$ cat src/rtl/dcd_pkg.sv
// Shared constants and types for the display command decoder.
// Assumes at most ARGS_MAX argument bytes per opcode.
package dcd_pkg;
    localparam int ARGS_MAX = 8;
    localparam int CNT_W    = $clog2(ARGS_MAX + 2);

    localparam logic [7:0] OP_COL_WIN = 8'h15;
    localparam logic [7:0] OP_ROW_WIN = 8'h75;
    localparam logic [7:0] OP_REMAP   = 8'hA0;
    localparam logic [7:0] OP_DROP    = 8'hFF;

    // Result of the per-opcode argument lookup.
    typedef struct packed {
        logic             known;  // opcode is in the table
        logic             drop;   // silently discarded opcode
        logic [CNT_W-1:0] nargs;  // trailing argument bytes
    } op_info_t;
endpackage

$ cat src/rtl/dcd_arg_lut.sv
// Combinational opcode table: tells whether an opcode is known and how
// many argument bytes follow it. Assumes no opcode needs more than
// dcd_pkg::ARGS_MAX arguments.
module dcd_arg_lut
    import dcd_pkg::*;
(
    input  logic [7:0] opcode,
    output op_info_t   info
);
    // Decode the opcode into its argument count.
    always_comb begin
        info.known = 1'b1;
        info.drop  = 1'b0;
        info.nargs = '0;
        case (opcode)
            8'h84, 8'h85, 8'h86,
            8'hA4, 8'hA5, 8'hA6, 8'hA7,
            8'hAE, 8'hAF, 8'hE3:
                info.nargs = CNT_W'(0);
            8'h81, 8'hA0, 8'hA1, 8'hA2, 8'hA8, 8'hAD,
            8'hB1, 8'hB2, 8'hB3, 8'hBC, 8'hBE, 8'hBF:
                info.nargs = CNT_W'(1);
            OP_COL_WIN, OP_ROW_WIN:
                info.nargs = CNT_W'(2);
            8'hB8:
                info.nargs = CNT_W'(ARGS_MAX);
            OP_DROP: begin
                info.known = 1'b0;
                info.drop  = 1'b1;
            end
            default:
                info.known = 1'b0;
        endcase
    end
endmodule

$ cat src/rtl/dcd_collector.sv
// Byte counter and argument store. Takes command bytes, finds the
// opcode's argument count and presents the finished command in the
// cycle of its last byte. Assumes the strobe is already qualified
// with command mode.
module dcd_collector
    import dcd_pkg::*;
(
    input  logic                  clk,
    input  logic                  rst_n,
    input  logic                  cmd_strobe,
    input  logic [7:0]            byte_in,
    output logic                  upd_valid,
    output logic [7:0]            upd_opcode,
    output logic [ARGS_MAX*8-1:0] upd_args,
    output logic                  bad_opcode
);
    logic [CNT_W-1:0] cnt_q;
    logic [7:0]       op_q;
    logic [7:0]       args_q [ARGS_MAX];
    logic [7:0]       cur_op;
    op_info_t         info;
    logic             at_opcode;
    logic             complete;
    logic [ARGS_MAX*8-1:0] merged;

    // Opcode under decode: the incoming byte when idle, else the held one.
    always_comb begin
        at_opcode = (cnt_q == '0);
        cur_op    = at_opcode ? byte_in : op_q;
    end

    dcd_arg_lut u_lut (
        .opcode (cur_op),
        .info   (info)
    );

    // Completion and error decode for the current byte.
    always_comb begin
        complete   = cmd_strobe && info.known && (cnt_q == info.nargs);
        bad_opcode = cmd_strobe && at_opcode && !info.known && !info.drop;
    end

    // Argument bus: stored slots with the incoming byte in its own slot.
    for (genvar k = 0; k < ARGS_MAX; k++) begin : g_slot
        always_comb begin
            if (!at_opcode && (int'(cnt_q) == k + 1))
                merged[k*8 +: 8] = byte_in;
            else
                merged[k*8 +: 8] = args_q[k];
        end
    end

    // Drive the update outputs; zero-argument opcodes carry an empty bus.
    always_comb begin
        upd_valid  = complete;
        upd_opcode = complete ? cur_op : 8'h00;
        upd_args   = (complete && !at_opcode) ? merged : '0;
    end

    // Byte counter: opens on an opcode with arguments, closes on the last.
    always_ff @(posedge clk) begin
        if (!rst_n) begin
            cnt_q <= '0;
            op_q  <= 8'h00;
        end else if (cmd_strobe) begin
            if (at_opcode) begin
                if (info.known && info.nargs != '0) begin
                    cnt_q <= CNT_W'(1);
                    op_q  <= byte_in;
                end
            end else if (complete) begin
                cnt_q <= '0;
            end else begin
                cnt_q <= cnt_q + CNT_W'(1);
            end
        end
    end

    // Argument store: cleared when a new command opens, filled per byte.
    for (genvar k = 0; k < ARGS_MAX; k++) begin : g_store
        always_ff @(posedge clk) begin
            if (!rst_n) begin
                args_q[k] <= 8'h00;
            end else if (cmd_strobe) begin
                if (at_opcode)
                    args_q[k] <= 8'h00;
                else if (int'(cnt_q) == k + 1)
                    args_q[k] <= byte_in;
            end
        end
    end
endmodule

$ cat src/rtl/dcd_window_regs.sv
// Holds the column window, row window and remap byte, loaded from the
// update pulse of their opcodes. Window bounds are reduced modulo the
// panel size. Assumes the pulse lasts exactly one cycle.
module dcd_window_regs
    import dcd_pkg::*;
#(
    parameter int COLS  = 64,
    parameter int ROWS  = 80,
    localparam int COL_W = $clog2(COLS),
    localparam int ROW_W = $clog2(ROWS)
) (
    input  logic             clk,
    input  logic             rst_n,
    input  logic             upd_valid,
    input  logic [7:0]       upd_opcode,
    input  logic [7:0]       arg0,
    input  logic [7:0]       arg1,
    output logic [COL_W-1:0] col_start,
    output logic [COL_W-1:0] col_end,
    output logic [ROW_W-1:0] row_start,
    output logic [ROW_W-1:0] row_end,
    output logic [7:0]       remap
);
    logic [COL_W-1:0] c0, c1;
    logic [ROW_W-1:0] r0, r1;

    // Reduce the raw arguments to in-range addresses.
    always_comb begin
        c0 = COL_W'(32'(arg0) % COLS);
        c1 = COL_W'(32'(arg1) % COLS);
        r0 = ROW_W'(32'(arg0) % ROWS);
        r1 = ROW_W'(32'(arg1) % ROWS);
    end

    // Load the selected register on its opcode's pulse.
    always_ff @(posedge clk) begin
        if (!rst_n) begin
            col_start <= '0;
            col_end   <= COL_W'(COLS - 1);
            row_start <= '0;
            row_end   <= ROW_W'(ROWS - 1);
            remap     <= 8'h00;
        end else if (upd_valid) begin
            if (upd_opcode == OP_COL_WIN) begin
                col_start <= c0;
                col_end   <= c1;
            end
            if (upd_opcode == OP_ROW_WIN) begin
                row_start <= r0;
                row_end   <= r1;
            end
            if (upd_opcode == OP_REMAP)
                remap <= arg0;
        end
    end
endmodule

$ cat src/rtl/disp_cmd_decoder.sv
// Top of the display command decoder. Splits strobed bytes by the
// command/data select: data goes to the memory write path, commands to
// the collector, whose pulse loads the window and remap registers.
// Assumes byte_valid is a single-cycle strobe per received byte.
module disp_cmd_decoder
    import dcd_pkg::*;
#(
    parameter int COLS = 64,
    parameter int ROWS = 80
) (
    input  logic                     clk,
    input  logic                     rst_n,
    input  logic                     byte_valid,
    input  logic                     is_data,
    input  logic [7:0]               byte_in,
    output logic                     mem_we,
    output logic [7:0]               mem_wdata,
    output logic                     upd_valid,
    output logic [7:0]               upd_opcode,
    output logic [ARGS_MAX*8-1:0]    upd_args,
    output logic                     bad_opcode,
    output logic [$clog2(COLS)-1:0]  col_start,
    output logic [$clog2(COLS)-1:0]  col_end,
    output logic [$clog2(ROWS)-1:0]  row_start,
    output logic [$clog2(ROWS)-1:0]  row_end,
    output logic [7:0]               remap,
    output logic                     addr_vertical
);
    localparam int VERT_BIT = 2;

    logic cmd_strobe;

    // Route the byte by the select line.
    always_comb begin
        cmd_strobe    = byte_valid && !is_data;
        mem_we        = byte_valid && is_data;
        mem_wdata     = byte_in;
        addr_vertical = remap[VERT_BIT];
    end

    dcd_collector u_coll (
        .clk        (clk),
        .rst_n      (rst_n),
        .cmd_strobe (cmd_strobe),
        .byte_in    (byte_in),
        .upd_valid  (upd_valid),
        .upd_opcode (upd_opcode),
        .upd_args   (upd_args),
        .bad_opcode (bad_opcode)
    );

    dcd_window_regs #(
        .COLS (COLS),
        .ROWS (ROWS)
    ) u_regs (
        .clk        (clk),
        .rst_n      (rst_n),
        .upd_valid  (upd_valid),
        .upd_opcode (upd_opcode),
        .arg0       (upd_args[7:0]),
        .arg1       (upd_args[15:8]),
        .col_start  (col_start),
        .col_end    (col_end),
        .row_start  (row_start),
        .row_end    (row_end),
        .remap      (remap)
    );
endmodule

$ cat config.mk
export PLATFORM = sky130hd
export DESIGN_NAME = disp_cmd_decoder
export DESIGN_NICKNAME = d
export VERILOG_FILES = /design/src/rtl/dcd_pkg.sv /design/src/rtl/dcd_arg_lut.sv /design/src/rtl/dcd_collector.sv /design/src/rtl/dcd_window_regs.sv /design/src/rtl/disp_cmd_decoder.sv
export SDC_FILE = /design/constraint.sdc
export NUM_CORES = 1
export LEC_CHECK = 0
export BUFFER_PORTS_ARGS = -buffer_cell sky130_fd_sc_hd__buf_2
export CORE_MARGIN = 10
export CORE_UTILIZATION = 55
export CTS_BUF_LIST = sky130_fd_sc_hd__clkbuf_16
export DETAILED_ROUTE_END_ITERATION = 10
export PLACE_DENSITY = 0.79
export SYNTH_ARGS = -nofsm -noshare
export SYNTH_HDL_FRONTEND = slang
export SYNTH_SLANG_ARGS = --single-unit
$ cat constraint.sdc
create_clock -name clk -period 8.7 [get_ports clk]
set_input_delay 2.175 -clock clk [delete_from_list [all_inputs] [get_ports clk]]
set_output_delay 2.175 -clock clk [all_outputs]
set_load 0.05 [all_outputs]
# Yosys cells after proc, flatten, opt, wreduce, memory -nomap -nowiden
# Memory sizes are Yosys's and may differ from the RTL's.
# Index checks and enable logic that the tools add are counted.
dict set report totals {
  regBits 46
  mem_bits_rw 64
  in_bits 12
  output_inout_bits 118
  word_cells 175
  memories 1
}
dict set report op_classes {
  n_addsub 1
  div 2
  eq_ne 39
  mux 78
  bitwise 16
  reduce_logical 31
}
# name words word_bits read_ports rd_ports_with_merged_regs wr line
set memory_table {}
lappend memory_table {u_coll.args_q 8 8 8 0 8 dcd_collector.sv:19} ;# logic [7:0] args_q [ARGS_MAX];
# op count
set op_table {}
lappend op_table {{2-to-1 mux 8 bit} 26}
lappend op_table {{== test 8 bit, second input constant} 25}
lappend op_table {{modulo 8 x 7 -> 32 bit, second input constant} 2}
lappend op_table {{2-to-1 mux 64 bit} 1}
lappend op_table {{2-to-1 mux 1 bit} 47}
lappend op_table {{OR reduction 25 bit} 1}
lappend op_table {{== test 4 bit, second input constant} 5}
lappend op_table {{logical AND 1 bit} 17}
lappend op_table {{== test 8 x 5 -> 1 bit, second input constant} 2}
lappend op_table {{== test 8 x 7 -> 1 bit, second input constant} 2}
lappend op_table {{bitwise OR 1 bit} 16}
lappend op_table {{2-to-1 mux 4 bit} 3}
lappend op_table {{one-hot mux 4 bit (3 select lines)} 1}
lappend op_table {{OR reduction 12 bit} 1}
lappend op_table {{== test 4 x 3 -> 1 bit, second input constant} 2}
lappend op_table {{AND reduction 2 bit} 4}
lappend op_table {{adder 4 x 1 -> 4 bit, second input constant} 1}
lappend op_table {{== test 4 x 2 -> 1 bit, second input constant} 1}
lappend op_table {{== test 4 bit} 1}
lappend op_table {{zero test 1 bit} 4}
lappend op_table {{zero test 4 bit} 1}
lappend op_table {{nonzero test 4 bit} 1}
lappend op_table {{AND reduction 3 bit} 1}
lappend op_table {{inequality test 2 bit, second input constant} 1}
lappend op_table {{OR reduction 2 bit} 1}

# Longest topological paths before layout
dict set report logic_depth {
  ltp_word 10
  depth_mapped 24
  mapped_depth_nobuf 20
}

# Modules after synthesis
# From an unflattened synthesis, not the netlist that was laid out.
dict set report unflattened {
  hier_cells 725
  area_unflattened_um2 6630.1
}
# mod instances cells_each area_per_inst_um2 seq_area_each_um2
set by_module_without_submodules {}
lappend by_module_without_submodules {dcd_collector 1 486 4553.1 2162.1}
lappend by_module_without_submodules {dcd_window_regs 1 176 1671.6 680.7}
lappend by_module_without_submodules {dcd_arg_lut 1 52 321.6 0.0}
lappend by_module_without_submodules {disp_cmd_decoder 1 11 83.8 0.0}

# Worst setup path before layout
# Ideal clock, no wire load.
dict set report synth_timing {
  path_type {in2out}
  from {in byte_in[4]}
  to {out upd_args[52]}
  t_arrival_ps 4941
  required_ps 6525
  setup_slack_ps 1584
  stages 11
  n_path_buf 4
  path_cell_list {clkbuf_1 > nor3b_1 > and3_1 > a31oi_1 > o22a_1 > and4_1 > buf_6 > or3_4 > buf_6 > clkbuf_1 > a21oi_1}
}
dict set report synth_via {
  elab_chain_cells 8
  word_cells_on_any_way 37
  classes_between {eq/ne: 26; mux: 5; reduce/logical: 6}
}
# element line
set synth_lines {}
lappend synth_lines {{start, declared} disp_cmd_decoder.sv:15} ;# input logic [7:0] byte_in,
lappend synth_lines {{2-to-1 mux 8 bit} dcd_collector.sv:29} ;# cur_op = at_opcode ? byte_in : op_q;
lappend synth_lines {{== test 8 bit, or another cell as far along} dcd_arg_lut.sv:15} ;# case (opcode)
lappend synth_lines {{OR reduction 12 bit, or another cell as far along} dcd_arg_lut.sv:15}
lappend synth_lines {{one-hot mux 4 bit (3 select lines) / 2-to-1 mux 1 bit (equally long branches)} dcd_arg_lut.sv:15}
lappend synth_lines {{== test 4 bit / logical AND 1 bit (equally long branches)} dcd_collector.sv:39} ;# complete = cmd_strobe && info.known && (cnt_q == info.nargs);
lappend synth_lines {{logical AND 1 bit} dcd_collector.sv:39}
lappend synth_lines {{logical AND 1 bit} dcd_collector.sv:57} ;# upd_args = (complete && !at_opcode) ? merged : '0;
lappend synth_lines {{2-to-1 mux 64 bit (*)} dcd_collector.sv:57}
lappend synth_lines {{end, declared} disp_cmd_decoder.sv:20} ;# output logic [ARGS_MAX*8-1:0] upd_args,
# Mark *: on every way between the ends. The rest lies on a longest branch, timed or not.

# Final worst setup path
dict set report layout_timing {
  from {in byte_in[7]}
  to {out upd_args[19]}
}
dict set report layout_via {
  elab_chain_cells 8
  word_cells_on_any_way 36
  classes_between {eq/ne: 26; mux: 4; reduce/logical: 6}
}
# element line
set layout_lines {}
lappend layout_lines {{2-to-1 mux 8 bit (*)} dcd_collector.sv:29}
lappend layout_lines {{== test 8 bit, or another cell as far along} dcd_arg_lut.sv:15}
lappend layout_lines {{OR reduction 12 bit, or another cell as far along} dcd_arg_lut.sv:15}
lappend layout_lines {{one-hot mux 4 bit (3 select lines) / 2-to-1 mux 1 bit (equally long branches)} dcd_arg_lut.sv:15}
lappend layout_lines {{== test 4 bit / logical AND 1 bit (equally long branches)} dcd_collector.sv:39}
lappend layout_lines {{logical AND 1 bit (*)} dcd_collector.sv:39}
lappend layout_lines {{logical AND 1 bit (*)} dcd_collector.sv:57}
lappend layout_lines {{2-to-1 mux 64 bit (*)} dcd_collector.sv:57}
# Marks and branches as above.

==> results list <==
- Across the run, the number of max-cap violations was 0.
- Counting every sink on the clock net gives 110.
- Origin of the worst setup path: byte_in[7]
- In the synthesized netlist the async set-or-reset flop fraction comes to 0.
- Average routed wire per standard cell: 19.2 um
- Entering global routing, the biggest net connects 67 pins.
- End point of the worst hold path: u_regs.remap[0]
* Synthesized flop and latch total: 110
- The clock passes through at most 2 buffers.
* Hold violation total from the final report: 0
- Initial antenna violation count: 0
- TritonCTS created 9 clock buffers.
* PwrDens: 141 nW/um^2
* Standard-cell rows: 40
* Min-Delay Path Class: reg -> reg
- Die height: 132 um
- Measured on the finished design, the core utilization comes to 0.632.
- The wire-length estimate of the detail-placed layout is 13.8 mm.
- Clock root cell: sky130_fd_sc_hd__clkbuf_16
- Proportion of netlist area held by the largest area contributor: 0.279
* Yosys cell types: 70
- For this configuration, the core starts out at a cell density of 0.568.
* Worst setup EP type: output pin
* First-pass GRT wire length: 31.3 mm
- The clock period could shrink to 7550 ps.
- Net Count, Synth: 802
- Launching element type of the critical path: input pin
* Post-cts resize count: 0
- For the final database, setup skew stands at 6.55 ps.
- Counting instances, the worst hold path has a depth of 2.
* Antenna diode count: 0
- Clock tree from TritonCTS: yes
- The number of setup buffers added after CTS is 0.
* Total Routed Length: 19.5 mm
* Post-synth top flop: sky130_fd_sc_hd__edfxtp_1
- Vias in the first global route: 5893
- Upper clock frequency limit: 0.132 GHz
- Total grt overflow: 0
- The worst hold path begins at u_regs.remap[0].
- Dividing the final minimum period by the clock period gives 0.868.
* Die Area: 17400 um^2
- Data arrival, critical path: 5380 ps
- Setup slack closes at 1150 ps.
- The area growth from synthesis to layout is 11.1%.
- Final-layout worst hold slack: 448 ps
- The critical path is of the in -> out type.
- Endpoint of the most critical register-to-register path: u_regs.row_start[6]
* Leading post-synthesis cells by cell area: sky130_fd_sc_hd__edfxtp_1 (28%), sky130_fd_sc_hd__dfxtp_1 (13%), sky130_fd_sc_hd__mux2i_1 (8.1%)
* Maximum VDD drop: 0.163 mV
* Overall Global Routing Usage: 0.215
- R2r setup slk: 2110 ps
* First-pass iteration count of the detailed router: 5
- Critical path fanouts, max: 66
* Routability-driven placement congestion ratio: 0.951
- Most frequently used cell type in the post-synthesis netlist: sky130_fd_sc_hd__nand2_1
* Worst-case setup slack after placement: 1210 ps
* Worst reg2reg path depth: 21
- Number of failing setup endpoints in the final timing report: 0
- For the pin with the worst max-slew slack, the measured transition is 1220 ps.
- The later pin in the worst-skew pair is clocked with a latency of 350 ps.
- For this block, the via count after detailed routing is 6127.
* Yosys warning total: 0
- Core region area: 12100 um^2
* Seq/Total Area, Yosys: 0.413
- Static leakage: 3.40 nW
* Count of final max-slew check failures: 0
- The average instance in the mapped netlist occupies 8.79 um^2.
* Syn Std Cell Area: 6890 um^2
* Layout net count: 863
- Setup repair after global routing left no endpoint under its margin.
* Quantity of hold-fixing buffers added after cts: 0
- After technology mapping, the gate count stands at 783.
- Post-synth EDFFs: 64
- Fin Setup TNS: 0 ps
- CTS HTree Levels: 3
* Outcome: completed
* # port buffers: 129
- 130 I/O pins were placed.
- After detailed routing, the number of remaining DRC violations is 0.
- In the synthesized netlist, the cells that appear most often are sky130_fd_sc_hd__nand2_1 (105), sky130_fd_sc_hd__nor2_1 (83), sky130_fd_sc_hd__edfxtp_1 (64).
* Data required time of the critical path: 6530 ps
* Ratio of routed vias to standard cells: 6.02
* Largest area contributor in the netlist: sky130_fd_sc_hd__edfxtp_1
* Clock slew at reported path FFs: 70 ps
- The die is 132 um wide.
- The worst register-to-register path begins at u_coll.cnt_q[0].
- In the final layout, the share of cells above drive strength 1 is 0.206.
- The first routing iteration left 531 violations.
* Post-route ant nets: 0
- Measured against its own limit, the worst slew margin works out to 0.177.
-- metrics by stage --
step,cells,total power [mW],cell area (um^2)
6_report,1017,1.08,7650
5_1_grt,1017,1.11,7650
4_1_cts,1017,1.08,7650
3_5_place_dp,1001,0.679,7360
3_3_place_gp,1001,0.676,7360
2_1_floorplan,783,0.653,6890
-- cell type report --
type | instances | area, um^2
clock inverter | 6 | 42.5
timing repair buffer | 135 | 691
sequential | 110 | 2840
fill | 1068 | 4460
inverter | 7 | 26.3
multi-input combinational | 581 | 3590
clock buffer | 10 | 250
tap | 168 | 210
-- state kept, by name, summed over array words and instances, names as in the netlist --
name / count
u_regs.row_end: 7
u_coll.cnt_q: 4
u_regs.col_end: 6
u_coll.args_q: 64
u_regs.col_start: 6
u_regs.remap: 8
u_regs.row_start: 7
u_coll.op_q: 8
-- cells in the final DEF (no fill, tap or decap), types with 3 or more instances in the layout --
master / n
sky130_fd_sc_hd__buf_2: 129
sky130_fd_sc_hd__nand2_1: 105
sky130_fd_sc_hd__nor2_1: 83
sky130_fd_sc_hd__edfxtp_1: 64
sky130_fd_sc_hd__and2_1: 62
sky130_fd_sc_hd__a21oi_1: 57
sky130_fd_sc_hd__mux2i_1: 56
sky130_fd_sc_hd__dfxtp_1: 46
sky130_fd_sc_hd__nand3_1: 33
sky130_fd_sc_hd__o21ai_0: 21
sky130_fd_sc_hd__nor3_1: 17
sky130_fd_sc_hd__nand4_1: 15
sky130_fd_sc_hd__nand3b_1: 11
sky130_fd_sc_hd__clkbuf_16: 10
sky130_fd_sc_hd__inv_1: 7
sky130_fd_sc_hd__o311ai_0: 7
sky130_fd_sc_hd__ha_1: 7
sky130_fd_sc_hd__nor3b_1: 6
sky130_fd_sc_hd__nand2b_1: 6
sky130_fd_sc_hd__nor2b_1: 6
sky130_fd_sc_hd__buf_4: 6
sky130_fd_sc_hd__or4_1: 5
sky130_fd_sc_hd__mux2_2: 5
sky130_fd_sc_hd__or3b_1: 4
sky130_fd_sc_hd__and3_1: 4
sky130_fd_sc_hd__a31oi_1: 4
sky130_fd_sc_hd__nor4_1: 4
sky130_fd_sc_hd__or3_1: 4
sky130_fd_sc_hd__o22ai_1: 3
sky130_fd_sc_hd__xor2_1: 3
-- critical path, cell delays in order --
cell and delay [ps]:
sky130_fd_sc_hd__buf_2 430, sky130_fd_sc_hd__nor3b_1 470, sky130_fd_sc_hd__mux2i_1 180, sky130_fd_sc_hd__a21oi_1 350, sky130_fd_sc_hd__nor2_1 100, sky130_fd_sc_hd__and4_1 340
sky130_fd_sc_hd__or3_4 680, sky130_fd_sc_hd__a21oi_1 290, sky130_fd_sc_hd__buf_2 310
-- metal layers --
layer  global-route usage  up-vias  wire length, um
li1                     -     2877                -
met5                    0        -                0
met3               0.0518       26             1660
met1                0.277     2914             8220
met4               0.0612        0              280
met2                0.349      310             9380
-- kinds of logic (layout without fill, tap and decap cells) --
| logic type | count (synthesis) | after routing | share of synthesized area |
|---|---|---|---|
| AOI/OAI and AO/OA | 116 | 116 | 0.105 |
| xor gates and xnor gates | 6 | 6 | 0.0104 |
| adders and majority gates | 7 | 7 | 0.0127 |
| buffers and inverters | 92 | 158 | 0.0681 |
| DFF | 110 | 110 | 0.413 |
| muxes | 61 | 61 | 0.0896 |
| and+or+nand+nor | 391 | 391 | 0.301 |
-- report_power, final --
group / switching [mW] / leakage [nW] / internal, mW / total (mW)
Sequential: 0.00610 / 1.05 / 0.565 / 0.571
Clock: 0.196 / 0.150 / 0.213 / 0.410
Combinational: 0.0741 / 2.20 / 0.0236 / 0.0976
Total: 0.277 / 3.40 / 0.802 / 1.08
-- worst max path at each step --
stage                               to  slack (ps)
after floorplan           upd_args[52]        1580
after global placement    upd_args[51]        1240
after detailed placement  upd_args[21]        1210
after CTS                 upd_args[21]        1190
after global routing      upd_args[19]         890
final                     upd_args[19]        1150
Power figures use the tool's default switching activity.
